$ cat config.mk
export PLATFORM = sky130hd
export DESIGN_NAME = panel_tgen_slave
export DESIGN_NICKNAME = d
export VERILOG_FILES = /design/src/rtl/panel_tgen_pkg.sv /design/src/rtl/ptg_serial_rx.sv /design/src/rtl/ptg_ctrl_regs.sv /design/src/rtl/ptg_backlight_gate.sv /design/src/rtl/panel_tgen_slave.sv
export SDC_FILE = /design/constraint.sdc
export NUM_CORES = 1
export LEC_CHECK = 0
export BUFFER_PORTS_ARGS = -buffer_cell sky130_fd_sc_hd__buf_4
export CELL_PAD_IN_SITES_DETAIL_PLACEMENT = 1
export CELL_PAD_IN_SITES_GLOBAL_PLACEMENT = 1
export CORE_ASPECT_RATIO = 1.4
export CORE_MARGIN = 3
export CORE_UTILIZATION = 41
export CTS_CLUSTER_DIAMETER = 120
export DETAILED_ROUTE_END_ITERATION = 10
export PLACE_DENSITY = 0.84
export SLEW_MARGIN = 20
export SYNTH_ARGS = -nofsm -noshare
export SYNTH_HDL_FRONTEND = slang
export SYNTH_SLANG_ARGS = --single-unit
export TNS_END_PERCENT = 30
$ cat constraint.sdc
create_clock -name clk -period 1.5 [get_ports clk]
set_input_delay 0.075 -clock clk [delete_from_list [all_inputs] [get_ports clk]]
set_output_delay 0.075 -clock clk [all_outputs]
set_load 0.02 [all_outputs]
$ cat src/rtl/panel_tgen_pkg.sv
package panel_tgen_pkg;
  localparam int WORD_W = 8;
  localparam int ADDR_W = 3;
  localparam int DATA_W = WORD_W - ADDR_W;
  localparam int INT_W  = DATA_W + 1;

  localparam logic [ADDR_W-1:0] A_RESCTL = 3'd0;
  localparam logic [ADDR_W-1:0] A_DUTY   = 3'd2;

  typedef struct packed {
    logic [ADDR_W-1:0] addr;
    logic [DATA_W-1:0] data;
  } cmd_word_t;

  function automatic cmd_word_t split_word(input logic [WORD_W-1:0] w);
    cmd_word_t c;
    c.addr = w[WORD_W-1 -: ADDR_W];
    c.data = w[DATA_W-1:0];
    return c;
  endfunction

  function automatic logic [INT_W-1:0] gate_level(input logic pwr,
                                                  input logic [INT_W-1:0] lvl);
    return pwr ? lvl : '0;
  endfunction
endpackage

$ cat src/rtl/ptg_serial_rx.sv
module ptg_serial_rx
  import panel_tgen_pkg::*;
#(
  parameter int SYNC_STAGES = 2
) (
  input  logic              clk,
  input  logic              rst_n,
  input  logic              ser_clk,
  input  logic              ser_cs_n,
  input  logic              ser_din,
  output logic              word_stb,
  output logic [WORD_W-1:0] word_q
);
  localparam int CNT_W = $clog2(WORD_W);

  logic [SYNC_STAGES-1:0] clk_sync, cs_sync, din_sync;
  logic                   clk_prev;
  logic [WORD_W-1:0]      shreg;
  logic [CNT_W-1:0]       bit_cnt;

  always_ff @(posedge clk or negedge rst_n) begin
    if (!rst_n) begin
      clk_sync <= '0;
      cs_sync  <= '1;
      din_sync <= '0;
      clk_prev <= 1'b0;
    end else begin
      clk_sync <= {clk_sync[SYNC_STAGES-2:0], ser_clk};
      cs_sync  <= {cs_sync[SYNC_STAGES-2:0], ser_cs_n};
      din_sync <= {din_sync[SYNC_STAGES-2:0], ser_din};
      clk_prev <= clk_sync[SYNC_STAGES-1];
    end
  end

  wire sel_active = !cs_sync[SYNC_STAGES-1];
  wire bit_rise   = clk_sync[SYNC_STAGES-1] && !clk_prev;
  wire bit_in     = din_sync[SYNC_STAGES-1];
  wire last_bit   = (bit_cnt == CNT_W'(WORD_W - 1));

  always_ff @(posedge clk or negedge rst_n) begin
    if (!rst_n) begin
      shreg    <= '0;
      bit_cnt  <= '0;
      word_stb <= 1'b0;
      word_q   <= '0;
    end else begin
      word_stb <= 1'b0;
      if (!sel_active) begin
        bit_cnt <= '0;
      end else if (bit_rise) begin
        shreg <= {shreg[WORD_W-2:0], bit_in};
        if (last_bit) begin
          word_q   <= {shreg[WORD_W-2:0], bit_in};
          word_stb <= 1'b1;
          bit_cnt  <= '0;
        end else begin
          bit_cnt <= bit_cnt + 1'b1;
        end
      end
    end
  end

  AST_DESELECT_CLEARS: assert property (@(posedge clk) disable iff (!rst_n)
    !sel_active |=> bit_cnt == '0) else $error("deselect kept partial bits");
  AST_STB_NEEDS_EDGE: assert property (@(posedge clk) disable iff (!rst_n)
    word_stb |-> $past(bit_rise && sel_active)) else $error("word without edge");
endmodule

$ cat src/rtl/ptg_ctrl_regs.sv
module ptg_ctrl_regs
  import panel_tgen_pkg::*;
(
  input  logic              clk,
  input  logic              rst_n,
  input  logic              wr_stb,
  input  logic [WORD_W-1:0] wr_word,
  input  logic              bit5_ctl,
  output logic [INT_W-1:0]  intensity,
  output logic              quarter_mode
);
  cmd_word_t         cmd;
  logic [DATA_W-1:0] duty;
  logic              top_bit;

  assign cmd       = split_word(wr_word);
  assign intensity = {top_bit, duty};

  wire wr_duty = wr_stb && (cmd.addr == A_DUTY);
  wire wr_res  = wr_stb && (cmd.addr == A_RESCTL);

  always_ff @(posedge clk or negedge rst_n) begin
    if (!rst_n) begin
      duty         <= '0;
      top_bit      <= 1'b1;
      quarter_mode <= 1'b0;
    end else begin
      top_bit <= !bit5_ctl;
      if (wr_duty) duty <= cmd.data;
      if (wr_res)  quarter_mode <= |cmd.data;
    end
  end

  AST_DUTY_LOAD: assert property (@(posedge clk) disable iff (!rst_n)
    wr_duty |=> duty == $past(cmd.data)) else $error("duty not loaded");
  AST_DUTY_HOLD: assert property (@(posedge clk) disable iff (!rst_n)
    !wr_duty |=> $stable(duty)) else $error("duty changed");
  AST_MODE_LOAD: assert property (@(posedge clk) disable iff (!rst_n)
    wr_res |=> quarter_mode == ($past(cmd.data) != '0)) else $error("mode wrong");
  AST_MODE_HOLD: assert property (@(posedge clk) disable iff (!rst_n)
    !wr_res |=> $stable(quarter_mode)) else $error("mode changed");
  AST_BIT5_INVERT: assert property (@(posedge clk) disable iff (!rst_n)
    1'b1 |=> top_bit == !$past(bit5_ctl)) else $error("bit5 not inverted");
endmodule

$ cat src/rtl/ptg_backlight_gate.sv
module ptg_backlight_gate
  import panel_tgen_pkg::*;
(
  input  logic             clk,
  input  logic             rst_n,
  input  logic             bl_power,
  input  logic [INT_W-1:0] intensity,
  output logic [INT_W-1:0] bl_level,
  output logic             level_change
);
  logic             pwr_q;
  logic [INT_W-1:0] next_level;

  assign next_level = gate_level(pwr_q, intensity);

  always_ff @(posedge clk or negedge rst_n) begin
    if (!rst_n) begin
      pwr_q        <= 1'b0;
      bl_level     <= '0;
      level_change <= 1'b0;
    end else begin
      pwr_q        <= bl_power;
      bl_level     <= next_level;
      level_change <= pwr_q && (next_level != bl_level);
    end
  end

  AST_NO_PULSE_UNPOWERED: assert property (@(posedge clk) disable iff (!rst_n)
    !pwr_q |=> !level_change) else $error("pulse while off");
  AST_OFF_IS_DARK: assert property (@(posedge clk) disable iff (!rst_n)
    !pwr_q |=> bl_level == '0) else $error("level while off");
  AST_PULSE_MEANS_CHANGE: assert property (@(posedge clk) disable iff (!rst_n)
    level_change |-> bl_level != $past(bl_level)) else $error("pulse without change");
endmodule

$ cat src/rtl/panel_tgen_slave.sv
module panel_tgen_slave
  import panel_tgen_pkg::*;
(
  input  logic             clk,
  input  logic             rst_n,
  input  logic             ser_clk,
  input  logic             ser_cs_n,
  input  logic             ser_din,
  output logic             ser_dout,
  input  logic             bit5_ctl,
  input  logic             bl_power,
  output logic [INT_W-1:0] intensity,
  output logic [INT_W-1:0] bl_level,
  output logic             quarter_mode,
  output logic             level_change
);
  logic              word_stb;
  logic [WORD_W-1:0] word_q;

  assign ser_dout = 1'b0;

  ptg_serial_rx #(.SYNC_STAGES(2)) u_rx (
    .clk(clk), .rst_n(rst_n), .ser_clk(ser_clk), .ser_cs_n(ser_cs_n),
    .ser_din(ser_din), .word_stb(word_stb), .word_q(word_q)
  );

  ptg_ctrl_regs u_regs (
    .clk(clk), .rst_n(rst_n), .wr_stb(word_stb), .wr_word(word_q),
    .bit5_ctl(bit5_ctl), .intensity(intensity), .quarter_mode(quarter_mode)
  );

  ptg_backlight_gate u_gate (
    .clk(clk), .rst_n(rst_n), .bl_power(bl_power), .intensity(intensity),
    .bl_level(bl_level), .level_change(level_change)
  );
endmodule

==> results.ini <==
[status]
outcome=complete, but fails checks
violations=negative setup slack

[finish]
syn_to_final_growth_pct=25.1
drive_gt1_frac=0.436
final_cells=173
nNetsFinal=141
fin_util=0.553
fin_area_um2=1940
diodes=0

[grt]
grt_max_degree=42
grt_usage=0.149
gr-max-usage-layer=met2
grt_pass1_vias=974
overflow=0
antenna_found_initial=0
grt_use_met2=0.264
gr-usage-met3=0.0488
grt_pass1_wl_um=4920
grt.met1_usage=0.160

[worst_setup_path]
critPathCaptureType=flop
r2r_start=u_rx.bit_cnt[1]
cp.arrival_ps=1720
worstSetupStartpointType=flop
crit_start=u_rx.bit_cnt[1]
cp.required_ps=1670
worstSetupPathType=flop to flop
cp_max_fo=9

[sta]
setup_violations=8
fin_ws_ps=-42.0
final-hold-violation-count=0
slew_headroom=0.661
post-route-min-period_ps=1540
fin_worst_skew_ps=4.12
drv_slew=0
rsz0062_at_grt=true
worst_slew_pin_slew_ps=508
fmax_mhz=649
min_period_over_period=1.03

[clock_tree]
cts_sinks=41
clk_path_buf_depth=2
htreeDepth=2
clkTransAtPathRegs_ps=70
clock_tree.root_cell=clkbuf_8
clk_latency_ps=290
cts_tree=done
cts_made_buffers=5

[routing]
via_per_inst=4.97
drc_errors=0
wl_per_cell_um=16.4
wl_um=2830
drtAntennaViolNets=0
dr_total_vias=859
first_pass_iters=4
drt-initial-drc-count=29

[placement]
dp_hpwl_um=1940
detailed_place.area_um2=1730
dp_cells=157
io_buffer_count=20
gp_congestion=0.716
place_ws_ps=-271

[floorplan]
die_h_um=78.7
coreArea_um2=3500
start_util=0.442
rows=25
die_w_um=57.9
ios=22
die-area_um2=4560

[power_and_ir_drop]
p_int_mw=1.85
switching_share=0.207
ir_drop_uv=719
pwr-share-comb=0.072
p_sw_uw=483
leakage_nw=0.977
clock_power_share=0.383
pwr-share-seq=0.545
powerDensity_nw_per_um2=1200

[logic_synthesis]
synthAdderAreaFrac=0.0162
synth-seq-cells=41
yosys.cell_count.top_type=dfrtp_1
syn-cell-area_um2=1550
synth_warnings=0
synthSimpleGateAreaFrac=0.0808
yosys.area.top_type=dfrtp_1
synth_top_family_by_area=multiplexers
ys_types=22
yosysSeqAreaShare=0.665
synthXorXnorAreaFrac=0.0340
synth_edf_count=0
async_flop_share=1.00
synth-compound-area-share=0.00970
synth_top_area_frac=0.614
synth_nets=108
syn_avg_cell_area_um2=15.6
synthMuxAreaShare=0.165
synth_top_flop_cell=dfrtp_1
synth_common_cells=dfrtp_1, mux2_2, and2_1, nor2_1, xnor2_1
synthCells=99
yosys-top-cells-area=dfrtp_1, mux2_2, dfstp_2, and2_1, xnor2_1

[job]
cap_violations=0

[worst_hold_path]
min_path_type=primary input to asynchronous set/reset pin

-- worst paths after layout --
kind	cells after the start	slack, ps	endpoint
worst max-delay path	5	-40	u_rx.word_q[0]
worst min-delay path	2	290	u_rx.bit_cnt[0]
worst max register to register	5	-40	u_rx.word_q[0]
worst min register to register	0	350	u_rx.din_sync[1]
max in group asynchronous	2	840	u_regs.top_bit
min in group clk	0	350	u_rx.din_sync[1]
-- power groups by stage --
| stage | combinational, mW | clock [mW] | sequential, mW |
|---|---|---|---|
| floorplan | 0.102 | 0 | 1.27 |
| global placement | 0.149 | 0 | 1.28 |
| detailed placement | 0.155 | 0 | 1.29 |
| CTS | 0.171 | 0.924 | 1.27 |
| global route | 0.194 | 0.978 | 1.28 |
| finish | 0.169 | 0.892 | 1.27 |
-- through the flow --
step,setup TNS (ps),hold WS [ps],power (mW)
floorplan,0,-221,1.37
global placement,-1210,67.2,1.43
detailed placement,-2080,79.3,1.45
CTS,-50.5,306,2.37
global route,-1090,326,2.46
finish,-242,287,2.33
-- timing repair --
action                                 in CTS  in global routing
hold buffers                                6                  0
setup endpoints to repair                   8                 15
buffers inserted                            2                  0
resized for setup                           1                  0
endpoints found under the hold margin      43                  0
-- critical path, cell delays in order (launching register included) --
cell and delay [ps]:
dfrtp_1 380, ha_1 170, ha_1 170, nor3b_4 220, buf_12 150, mux2_2 330
-- flip-flops by register name, indices dropped and copies added (netlist names) --
register / cells
u_gate.level_change: 1
u_regs.top_bit: 1
u_rx.shreg: 7
u_rx.word_stb: 1
u_rx.word_q: 8
u_gate.bl_level: 6
u_rx.bit_cnt: 3
u_gate.pwr_q: 1
u_regs.duty: 5
u_regs.quarter_mode: 1
u_rx.cs_sync: 2
u_rx.clk_prev: 1
u_rx.clk_sync: 2
u_rx.din_sync: 2
-- cells in the final DEF, fill, tap and decap left out, types with 2 or more instances in the layout --
master	n
dfrtp_1	38
buf_4	23
mux2_2	20
and2_1	6
nor2_1	6
clkbuf_8	6
dlygate4sd3_1	6
xnor2_1	4
mux2i_1	3
dfstp_2	3
xor2_1	2
ha_1	2
-- metal layers --
| metal | wire length (um) | up-vias |
|---|---|---|
| met4 | 56 | 0 |
| met1 | 1030 | 435 |
| li1 | - | 399 |
| met2 | 1620 | 19 |
| met3 | 116 | 6 |
| met5 | 0 | - |
-- cell type report --
type | instances | area [um2]
Tap cell | 40 | 50.0
Timing Repair Buffer | 30 | 253
Fill cell | 355 | 1570
Clock buffer | 7 | 86.3
Clock inverter | 1 | 30.0
Sequential cell | 41 | 1030
Multi-Input combinational cell | 53 | 483
Inverter | 1 | 3.75
-- cell families (layout without fill, tap and decap cells) --
group,Yosys count,count (layout)
AO/OA/AOI/OAI,2,2
XOR/XNOR,6,6
adder cells (fa/ha/maj),2,2
buffers and inverters,5,39
flip-flops,41,41
multiplexers,23,23
other,1,1
AND/OR/NAND/NOR,19,19
(Power assumes the default switching activity.)
